==> src/rtl/owsa_pkg.sv <==
package owsa_pkg;
    typedef enum logic [2:0] {
        S_IDLE,
        S_RD_TRUE,
        S_RD_CMPL,
        S_WR_DIR,
        S_PLAIN,
        S_FINISH
    } owsa_state_e;

    localparam logic OP_READ  = 1'b0;
    localparam logic OP_WRITE = 1'b1;
endpackage

==> src/rtl/owsa_decide.sv <==
module owsa_decide (
    input  logic t_bit,
    input  logic c_bit,
    input  logic pref,
    output logic dir,
    output logic disc
);
    always_comb begin
        unique case ({t_bit, c_bit})
            2'b01:   begin dir = 1'b0; disc = 1'b0; end
            2'b10:   begin dir = 1'b1; disc = 1'b0; end
            2'b11:   begin dir = 1'b1; disc = 1'b1; end
            default: begin dir = pref; disc = 1'b1; end
        endcase
    end
endmodule

==> src/rtl/owsa_pack.sv <==
module owsa_pack #(
    parameter int BYTE_W = 8,
    localparam int PAIRS = BYTE_W / 2
) (
    input  logic [BYTE_W-1:0] byte_in,
    input  logic [PAIRS-1:0]  dir_v,
    input  logic [PAIRS-1:0]  disc_v,
    output logic [PAIRS-1:0]  pref_v,
    output logic [BYTE_W-1:0] packed_out
);
    for (genvar k = 0; k < PAIRS; k++) begin : g_pair
        assign pref_v[k]           = byte_in[2*k+1];
        assign packed_out[2*k+1]   = dir_v[k];
        assign packed_out[2*k]     = disc_v[k];
    end
endmodule

==> src/rtl/owsa_fsm.sv <==
module owsa_fsm
    import owsa_pkg::*;
#(
    parameter int BYTE_W = 8,
    localparam int PAIRS = BYTE_W / 2,
    localparam int IDX_W = $clog2(BYTE_W)
) (
    input  logic              clk,
    input  logic              rst_n,
    input  logic              mode_srch,
    input  logic              wr_valid,
    input  logic [BYTE_W-1:0] wr_data,
    input  logic              rd_pop,
    output logic [BYTE_W-1:0] rx_data,
    output logic              rx_full,
    output logic              busy,
    output logic              slot_req,
    output logic              slot_op,
    output logic              slot_wbit,
    input  logic              slot_ack,
    input  logic              slot_rbit,
    output logic [BYTE_W-1:0] in_byte,
    input  logic [PAIRS-1:0]  pref_v,
    output logic [PAIRS-1:0]  dir_v,
    output logic [PAIRS-1:0]  disc_v,
    input  logic [BYTE_W-1:0] packed_in,
    output logic              dec_t,
    output logic              dec_c,
    output logic              dec_pref,
    input  logic              dec_dir,
    input  logic              dec_disc
);
    localparam logic [IDX_W-1:0] LAST_PAIR = IDX_W'(PAIRS - 1);
    localparam logic [IDX_W-1:0] LAST_BIT  = IDX_W'(BYTE_W - 1);

    owsa_state_e       state_q, state_d;
    logic [IDX_W-1:0]  idx_q;
    logic              mode_q;
    logic [BYTE_W-1:0] in_q;
    logic              t_q;
    logic              c_q;
    logic [PAIRS-1:0]  dir_q;
    logic [PAIRS-1:0]  disc_q;
    logic [BYTE_W-1:0] pl_q;
    logic [BYTE_W-1:0] rx_q;
    logic              full_q;
    logic [1:0]        pair_sel;

    assign pair_sel = idx_q[1:0];
    assign in_byte  = in_q;
    assign dir_v    = dir_q;
    assign disc_v   = disc_q;
    assign dec_t    = t_q;
    assign dec_c    = slot_rbit;
    assign dec_pref = pref_v[idx_q[$clog2(PAIRS)-1:0]];
    assign rx_data  = rx_q;
    assign rx_full  = full_q;

    // next-state logic
    always_comb begin
        state_d = state_q;
        unique case (state_q)
            S_IDLE:    if (wr_valid) state_d = mode_srch ? S_RD_TRUE : S_PLAIN;
            S_RD_TRUE: if (slot_ack) state_d = S_RD_CMPL;
            S_RD_CMPL: if (slot_ack) state_d = S_WR_DIR;
            S_WR_DIR:  if (slot_ack) state_d = (idx_q == LAST_PAIR) ? S_FINISH : S_RD_TRUE;
            S_PLAIN:   if (slot_ack && idx_q == LAST_BIT) state_d = S_FINISH;
            S_FINISH:  state_d = S_IDLE;
            default:   state_d = S_IDLE;
        endcase
    end

    always_ff @(posedge clk or negedge rst_n) begin
        if (!rst_n) state_q <= S_IDLE;
        else        state_q <= state_d;
    end

    // outputs
    always_comb begin
        slot_req  = 1'b0;
        slot_op   = OP_READ;
        slot_wbit = 1'b1;
        busy      = (state_q != S_IDLE);
        unique case (state_q)
            S_RD_TRUE, S_RD_CMPL: slot_req = 1'b1;
            S_WR_DIR: begin
                slot_req  = 1'b1;
                slot_op   = OP_WRITE;
                slot_wbit = dir_q[idx_q[$clog2(PAIRS)-1:0]];
            end
            S_PLAIN: begin
                slot_req  = 1'b1;
                slot_op   = OP_WRITE;
                slot_wbit = in_q[idx_q];
            end
            default: ;
        endcase
    end

    // datapath registers
    always_ff @(posedge clk or negedge rst_n) begin
        if (!rst_n) begin
            idx_q  <= '0;
            mode_q <= 1'b0;
            in_q   <= '0;
            t_q    <= 1'b0;
            c_q    <= 1'b0;
            dir_q  <= '0;
            disc_q <= '0;
            pl_q   <= '0;
            rx_q   <= '0;
            full_q <= 1'b0;
        end else begin
            if (rd_pop) full_q <= 1'b0;
            unique case (state_q)
                S_IDLE: if (wr_valid) begin
                    idx_q  <= '0;
                    mode_q <= mode_srch;
                    in_q   <= wr_data;
                    dir_q  <= '0;
                    disc_q <= '0;
                    pl_q   <= '0;
                end
                S_RD_TRUE: if (slot_ack) t_q <= slot_rbit;
                S_RD_CMPL: if (slot_ack) begin
                    c_q                                 <= slot_rbit;
                    dir_q[idx_q[$clog2(PAIRS)-1:0]]     <= dec_dir;
                    disc_q[idx_q[$clog2(PAIRS)-1:0]]    <= dec_disc;
                end
                S_WR_DIR: if (slot_ack && idx_q != LAST_PAIR) idx_q <= idx_q + 1'b1;
                S_PLAIN: if (slot_ack) begin
                    pl_q[idx_q] <= slot_rbit;
                    if (idx_q != LAST_BIT) idx_q <= idx_q + 1'b1;
                end
                S_FINISH: begin
                    rx_q   <= mode_q ? packed_in : pl_q;
                    full_q <= 1'b1;
                end
                default: ;
            endcase
        end
    end

    // a waiting request keeps its kind and data
    a_r7_req_hold: assert property (@(posedge clk) disable iff (!rst_n)
        (slot_req && !slot_ack) |=> (slot_req && $stable(slot_op) && $stable(slot_wbit)));

    // buffer fills only from the finishing step
    a_r8_full_after_done: assert property (@(posedge clk) disable iff (!rst_n)
        $rose(full_q) |-> ($past(state_q) == S_FINISH));

    // the captured byte does not move while a byte is in progress
    a_r9_busy_ignore: assert property (@(posedge clk) disable iff (!rst_n)
        (state_q != S_IDLE) |=> $stable(in_q));

    // plain transfers issue only write slots
    a_r11_plain_writes: assert property (@(posedge clk) disable iff (!rst_n)
        (slot_req && !mode_q) |-> (slot_op == OP_WRITE));

    // a (1,0) read pair writes back a 1
    a_r4_true_only: assert property (@(posedge clk) disable iff (!rst_n)
        (state_q == S_WR_DIR && t_q && !c_q) |-> slot_wbit);

    // a (0,1) read pair writes back a 0
    a_r4_cmpl_only: assert property (@(posedge clk) disable iff (!rst_n)
        (state_q == S_WR_DIR && !t_q && c_q) |-> !slot_wbit);
endmodule

==> src/rtl/owsa_search_accel.sv <==
module owsa_search_accel #(
    parameter int BYTE_W = 8,
    localparam int PAIRS = BYTE_W / 2
) (
    input  logic              clk,
    input  logic              rst_n,
    input  logic              mode_srch,
    input  logic              wr_valid,
    input  logic [BYTE_W-1:0] wr_data,
    input  logic              rd_pop,
    output logic [BYTE_W-1:0] rx_data,
    output logic              rx_full,
    output logic              busy,
    output logic              slot_req,
    output logic              slot_op,
    output logic              slot_wbit,
    input  logic              slot_ack,
    input  logic              slot_rbit
);
    logic [BYTE_W-1:0] in_byte;
    logic [BYTE_W-1:0] packed_byte;
    logic [PAIRS-1:0]  pref_v;
    logic [PAIRS-1:0]  dir_v;
    logic [PAIRS-1:0]  disc_v;
    logic              dec_t;
    logic              dec_c;
    logic              dec_pref;
    logic              dec_dir;
    logic              dec_disc;

    owsa_fsm #(.BYTE_W(BYTE_W)) u_fsm (
        .clk       (clk),
        .rst_n     (rst_n),
        .mode_srch (mode_srch),
        .wr_valid  (wr_valid),
        .wr_data   (wr_data),
        .rd_pop    (rd_pop),
        .rx_data   (rx_data),
        .rx_full   (rx_full),
        .busy      (busy),
        .slot_req  (slot_req),
        .slot_op   (slot_op),
        .slot_wbit (slot_wbit),
        .slot_ack  (slot_ack),
        .slot_rbit (slot_rbit),
        .in_byte   (in_byte),
        .pref_v    (pref_v),
        .dir_v     (dir_v),
        .disc_v    (disc_v),
        .packed_in (packed_byte),
        .dec_t     (dec_t),
        .dec_c     (dec_c),
        .dec_pref  (dec_pref),
        .dec_dir   (dec_dir),
        .dec_disc  (dec_disc)
    );

    owsa_decide u_decide (
        .t_bit (dec_t),
        .c_bit (dec_c),
        .pref  (dec_pref),
        .dir   (dec_dir),
        .disc  (dec_disc)
    );

    owsa_pack #(.BYTE_W(BYTE_W)) u_pack (
        .byte_in    (in_byte),
        .dir_v      (dir_v),
        .disc_v     (disc_v),
        .pref_v     (pref_v),
        .packed_out (packed_byte)
    );
endmodule

==> config.mk <==
export PLATFORM = sky130hd
export DESIGN_NAME = owsa_search_accel
export DESIGN_NICKNAME = d
export VERILOG_FILES = /design/src/rtl/owsa_pkg.sv /design/src/rtl/owsa_decide.sv /design/src/rtl/owsa_pack.sv /design/src/rtl/owsa_fsm.sv /design/src/rtl/owsa_search_accel.sv
export SDC_FILE = /design/constraint.sdc
export NUM_CORES = 1
export LEC_CHECK = 0
export BUFFER_PORTS_ARGS = -buffer_cell sky130_fd_sc_hd__buf_4
export CORE_ASPECT_RATIO = 1.1
export CORE_MARGIN = 2
export CORE_UTILIZATION = 35
export DETAILED_ROUTE_END_ITERATION = 10
export PLACE_DENSITY = 0.58
export SETUP_SLACK_MARGIN = 0.05
export SLEW_MARGIN = 20
export SYNTH_ARGS = -nofsm -noshare
export SYNTH_HDL_FRONTEND = slang
export SYNTH_SLANG_ARGS = --single-unit
==> constraint.sdc <==
create_clock -name clk -period 2.4 [get_ports clk]
set_input_delay 0.48 -clock clk [delete_from_list [all_inputs] [get_ports clk]]
set_output_delay 0.48 -clock clk [all_outputs]
set_load 0.03 [all_outputs]
* Word level (Yosys, flattened, before mapping)
Index checks and enable logic that the tools add are counted.
** Word-level totals
- Register bits after elaboration :: 41
- Latch bits :: 0
- RAM bits :: 0
- Memory bits (read-only) :: 0
- Input port bits :: 15
- Output and inout port bits :: 13
- Word-level logic and storage cells :: 97
- Memories kept :: 0
** Cells by class
- Add/subtract/negate cells :: 1
- $mul :: 0
- Div/mod/pow operators :: 0
- $lt $le $gt $ge :: 4
- Equal/unequal tests :: 20
- Shifts and indexed selects :: 0
- Mux-type cells :: 42
- Bitwise logic cells :: 0
- Reduce and logical (&&, ||, !) cells :: 20
** Operator list (count)
- 3-bit two-way mux :: 11
- 8-bit two-way mux :: 3
- 4-bit case mux with 2 select lines :: 2
- 8-bit case mux with 2 select lines :: 1
- 3-bit case mux with 5 select lines :: 1
- 4-bit two-way mux :: 3
- 1-bit two-way mux :: 10
- 2-bit inequality test (second input constant) :: 5
- 5-bit AND reduction :: 2
- 3-bit by 2-bit equality test with 1-bit output (second input constant) :: 3
- 3-bit equality test (second input constant) :: 3
- 3-bit case mux with 3 select lines :: 1
- 4-bit bitwise mux :: 2
- 8-bit bitwise mux :: 1
- 2-bit by 1-bit inequality test with 1-bit output (second input constant) :: 3
- 3-bit AND reduction :: 2
- 2-bit nonzero test :: 3
- 3-bit nonzero test :: 2
- 2-bit OR reduction :: 3
- 1-bit binary-select mux with 2-bit select :: 2
- 2-bit equality test (second input constant) :: 2
- 1-bit logical AND :: 4
- 3-bit by 4-bit < comparator with 1-bit output (second input constant) :: 1
- 1-bit case mux with 2 select lines :: 2
- other kinds (14) :: 15

* Longest topological paths before layout
- Word-level depth :: 7
- Gate-level depth with buffers :: 6
- Depth with buffers taken out :: 6

* By module
A second synthesis with hierarchy kept.
** Second synthesis, totals
- Cell total of the unflattened synthesis :: 223
- Area total of the unflattened synthesis :: 2292.2 µm²
** Modules (own cells, without submodules)
- owsa_fsm :: instances 1, cells each 202, area an instance 2140.8 µm², seq. area each 1026.0 µm²
- owsa_pack :: instances 1, cells each 12, area an instance 90.1 µm², seq. area each 0.0 µm²
- owsa_decide :: instances 1, cells each 9, area an instance 61.3 µm², seq. area each 0.0 µm²

* Worst setup path before layout
OpenSTA, ideal clock, no wires.
- Path kind :: register to output
- Start :: register u_fsm.idx_q[0]
- End :: output slot_wbit
- Arrival :: 1642 ps
- Data required time :: 1920 ps
- Path slack :: 278 ps
- Cell stages (with the launch flop) :: 7
- Path buffers :: 2
- Cells stage by stage :: dfrtp_1 > buf_2 > clkbuf_1 > nand3_1 > o21ai_0 > o22ai_1 > a31oi_1
** Between the ends
- Longest elaborated chain between the ends :: 3
- Elaborated cells on any way between the ends :: 5
- Classes of those cells :: mux: 5
** Ends and longest elaborated chain
- start, declared :: RTL line owsa_fsm.sv:37 : logic [IDX_W-1:0] idx_q;
- start signal, assigned :: RTL line owsa_fsm.sv:130 : S_WR_DIR: if (slot_ack && idx_q != LAST_PAIR) idx_q <= idx_q + 1'b1;
- start signal, assigned :: RTL line owsa_fsm.sv:133 : if (idx_q != LAST_BIT) idx_q <= idx_q + 1'b1;
- 1-bit binary-select mux with 3-bit select / 1-bit binary-select mux with 2-bit select (equally long branches) :: RTL line owsa_fsm.sv:94, owsa_fsm.sv:89
- 1-bit two-way mux (on tied branches) :: RTL line owsa_fsm.sv:94, owsa_fsm.sv:89
- 1-bit case mux with 2 select lines (*) :: RTL line owsa_fsm.sv:84 : unique case (state_q)
- end, declared :: RTL line owsa_search_accel.sv:16 : output logic slot_wbit,
Mark *: on every way between the ends. The rest lies on a longest branch, timed or not. The select of a mux whose other input is x is not followed.

* Worst setup path in the final report
Same ends and word-level chain as after synthesis.

==> impl_metrics.csv <==
group,metric,value,unit
synth,synth_top_family_by_area,"compound AO/OA/AOI/OAI gates",
synth,synth_fp_nets,229,
sta,finalCritPeriodShare,0.941,
clock_network,postCtsSetupBuffers,0,
synth,synth-seq-cells,41,
sta,fin_setup_tns,0,ns
status,status,"finished, final reports clean",
power_and_ir_drop,powerDensity,1070,nW/um2
sta,timing.final.setup_violations,0,
power_and_ir_drop,cellInternalPower,0.00163,W
layout,antenna_cells_inserted,0,
clock_network,master_cell_of_the_clock_root_buffer,"sky130_fd_sc_hd__clkbuf_8",
critical_path,critical_path.reg2reg.startpoint,"u_fsm.idx_q[0]$_DFFE_PN0P_",
critical_path,cp_data_required_time,1.92,ns
sta,post_route_skew,0.00269,ns
global_routing,grt_use_total,0.146,
die,floorplan.initialDensity,0.360,
drt,vias_per_cell,5.14,
die,floorplan.die_area,6940,um2
synth,synth_xor_area_frac,0.00796,
global_routing,initial_antenna_violation_count,0,
clock_network,cts_hold_repair.buffers,0,
critical_path,worst_setup_path_startpoint,"u_fsm.idx_q[0]$_DFFE_PN0P_",
layout,ff_latch_area,1030,um2
global_routing,use_met2,0.225,
critical_path,cp-start-kind,"flip-flop",
critical_path,crit_type,"reg2out",
sta,timing.final.hold_violations,0,
layout,post-route-util,0.418,
global_routing,grt_busiest_layer,"met2",
clock_network,clock_latency,0.29,ns
sta,finalWorstPathRequiredPeriod,2.26,ns
synth,top_cells_by_area_in_the_synthesized_netlist,"sky130_fd_sc_hd__dfrtp_1 47%, sky130_fd_sc_hd__o21ai_0 6.8%, sky130_fd_sc_hd__mux2_2 6.1%, sky130_fd_sc_hd__mux2i_1 5.9%, sky130_fd_sc_hd__ha_1 5.1%",
power_and_ir_drop,clock_power_share,0.163,
die,rows,30,
global_routing,globalRouteMet1Util,0.211,
placement,detailedPlacementHpwl,3390,um
synth,synth_compound_area_frac,0.174,
power_and_ir_drop,power.net_switching,0.00112,W
clock_network,total_cts_buffers,5,
drt,route.detailed.drc,0,
layout,layout.filler_cells,613,
synth,post_synth_mux_area_share,0.141,
synth,post-synth-top-area-fraction,0.466,
placement,postPlaceCellArea,2460,um2
critical_path,crit_path_top_delay_cell,"sky130_fd_sc_hd__dfrtp_4",
clock_network,cts_sinks,41,
drt,drt_first_pass_iters,4,
sta,max_slew.worst_pin.slew,0.567,ns
sta,grt_setup_unrepaired,"yes",
clock_network,ctsLongestPathBuffers,2,
clock_network,clock_tree_from_tritoncts,"done",
global_routing,gr_util_met3,0.0311,
die,die_x,79.6,um
critical_path,timing.critical_path.max_delay_family,"flip-flops",
drt,drt_iter0_drc,113,
sta,final_max_slew_viol_count,0,
clock_network,cts.reportedPaths.clkPinSlew,0.08,ns
power_and_ir_drop,sequentialPowerShare,0.424,
synth,ys_seq_area_frac,0.466,
global_routing,number_of_global_route_vias_before_repair,1550,
critical_path,slowest_delay,0.59,ns
synth,gate_count_after_technology_mapping,205,
layout,nets,255,
synth,post-synth-top-area-cell,"sky130_fd_sc_hd__dfrtp_1",
synth,post_synth_fa_ha_maj_area_fraction,0.0512,
power_and_ir_drop,vdd.ir_drop.worst,0.374,mV
synth,synthesis.yosys.warnings,0,
placement,pre_cts_slack,0.264,ns
placement,port_buffers,27,
global_routing,gr-total-overflow,0,
die,fp.dieH,87.2,um
hold_path,hold_class,"in2async",
drt,wl_per_cell,14.9,um
critical_path,critical_path.max_fanout,19,
global_routing,grt_start_max_net_pins,42,
job,drv_cap,0,
layout,fraction_of_final_layout_cells_with_drive_strength_greater_than_1,0.272,
drt,final_antenna_net_count,0,
placement,finalWeightedCongestion,0.847,
critical_path,worst_setup_path_end_kind,"output port",
sta,max_clock_freq,0.443,GHz
synth,netlist-cell-type-count,38,
sta,finalWorstSetupSlack,0.141,ns
power_and_ir_drop,power.static_leakage,1.14,nW
critical_path,path_buf_inv,1,
clock_network,clock_tree.htree_level_count,2,
layout,final_non_filler_cell_area,2550,um2
layout,area_growth,16.1,%
sta,timing.max_slew.rel_slack,0.621,
power_and_ir_drop,netSwitchingFraction,0.407,
synth,syn_area,2200,um2
critical_path,arr_time_crit_path,1.78,ns
die,ios,28,
layout,area_of_the_multi_input_gates,1070,um2
power_and_ir_drop,p_comb_frac,0.413,
critical_path,crit_chain,"nor2b_1 > a22o_1 > nand2_1 > a31oi_1 > buf_4",
synth,synthSimpleGateAreaFrac,0.114,
drt,wirelength,4650,um
drt,num_vias,1604,
synth,post_synth.cell_area_avg,10.7,um2
die,core_area,6120,um2
global_routing,first_pass_grt_wire_length,7960,um
stage by stage:
step	instances	hold slack (ns)	power, W
3_5_place_dp	304	0.471	0.00231
4_1_cts	312	0.181	0.00277
2_1_floorplan	205	0.184	0.00200
3_3_place_gp	304	0.466	0.00230
6_report	312	0.149	0.00275
5_1_grt	312	0.188	0.00295
cell families (layout without fill, tap and decap cells):
kind of cell	Yosys count	in the layout
buffers and inverters	21	48
XOR/XNOR	2	2
adder cells (fa/ha/maj)	9	9
AO/OA/AOI/OAI	60	60
flip-flops	41	41
multiplexers	27	27
AND/OR/NAND/NOR	45	45
Yosys cell counts, drive strengths merged:
| master | instances |
|---|---|
| inv | 10 |
| a31oi | 3 |
| nor3b | 2 |
| a31o | 1 |
| mux4 | 2 |
| nand3b | 2 |
| xnor2 | 1 |
| nand4 | 2 |
| a21boi | 2 |
| xor2 | 1 |
| nor3 | 3 |
| clkbuf | 3 |
| buf | 8 |
| ha | 9 |
| a211oi | 1 |
| dfrtp | 41 |
| o22ai | 2 |
| mux2i | 13 |
| a221o | 1 |
| o31ai | 3 |
| nand3 | 1 |
| or2 | 1 |
| or3 | 1 |
| nand2 | 17 |
| a22o | 10 |
| nor2 | 10 |
| o21ai | 30 |
| nor2b | 4 |
| a211o | 1 |
| nor4b | 2 |
| mux2 | 12 |
| a21oi | 6 |
power by group through the flow:
stage / Sequential [W] / Clock, W / Combinational (W)
6_report: 0.00116 / 0.000449 / 0.00113
5_1_grt: 0.00121 / 0.000496 / 0.00125
4_1_cts: 0.00116 / 0.000462 / 0.00115
3_5_place_dp: 0.00117 / 0 / 0.00115
3_3_place_gp: 0.00117 / 0 / 0.00114
2_1_floorplan: 0.00104 / 0 / 0.000956
cell usage in the layout (no fill, tap or decap), drive strengths merged, types with 3 or more instances in the layout:
cell,count
nand2,17
ha,9
nor2,10
mux2,12
a21oi,6
buf,30
o31ai,3
o21ai,30
inv,10
nor3,3
dfrtp,41
a22o,10
nor2b,4
clkbuf,5
mux2i,13
a31oi,3
area by class of cell:
class | count | area share
sequential | 41 | 0.404
clock buffer | 5 | 0.0269
timing repair buffer | 30 | 0.0881
clock inverter | 3 | 0.00686
inverter | 10 | 0.0147
multi-input combinational | 143 | 0.420
tap | 80 | 0.0392
final timing paths:
kind | end | slack [ns] | cells after the start
setup / recovery | slot_wbit | 0.14 | 5
hold / removal | u_fsm.state_q[1]$_DFFE_PN0P_ | 0.15 | 1
setup reg to reg | u_fsm.state_q[2]$_DFFE_PN0P_ | 0.43 | 5
hold reg to reg | u_fsm.rx_data[4]$_DFFE_PN0P_ | 0.48 | 2
max in group asynchronous | u_fsm.idx_q[0]$_DFFE_PN0P_ | 1.85 | 1
min in group clk | u_fsm.rx_full$_DFFE_PN0P_ | 0.38 | 2
state kept, by name, indices dropped and copies added (netlist names), 3 cells and up:
signal         flops
u_fsm.pl_q         8
u_fsm.state_q      3
u_fsm.in_byte      8
u_fsm.idx_q        3
u_fsm.disc_v       4
u_fsm.rx_data      8
u_fsm.dir_v        4
metal layers:
| metal | part of all wire | vias up |
|---|---|---|
| met5 | 0 | - |
| met2 | 0.48 | 37 |
| li1 | - | 794 |
| met1 | 0.47 | 768 |
| met4 | 0.0060 | 0 |
| met3 | 0.040 | 5 |
repair_timing:
item	4_1_cts	5_1_grt
gates cloned	0	0
gates resized for setup	2	2
setup endpoints to repair	1	2
Power figures use the tool's default switching activity.
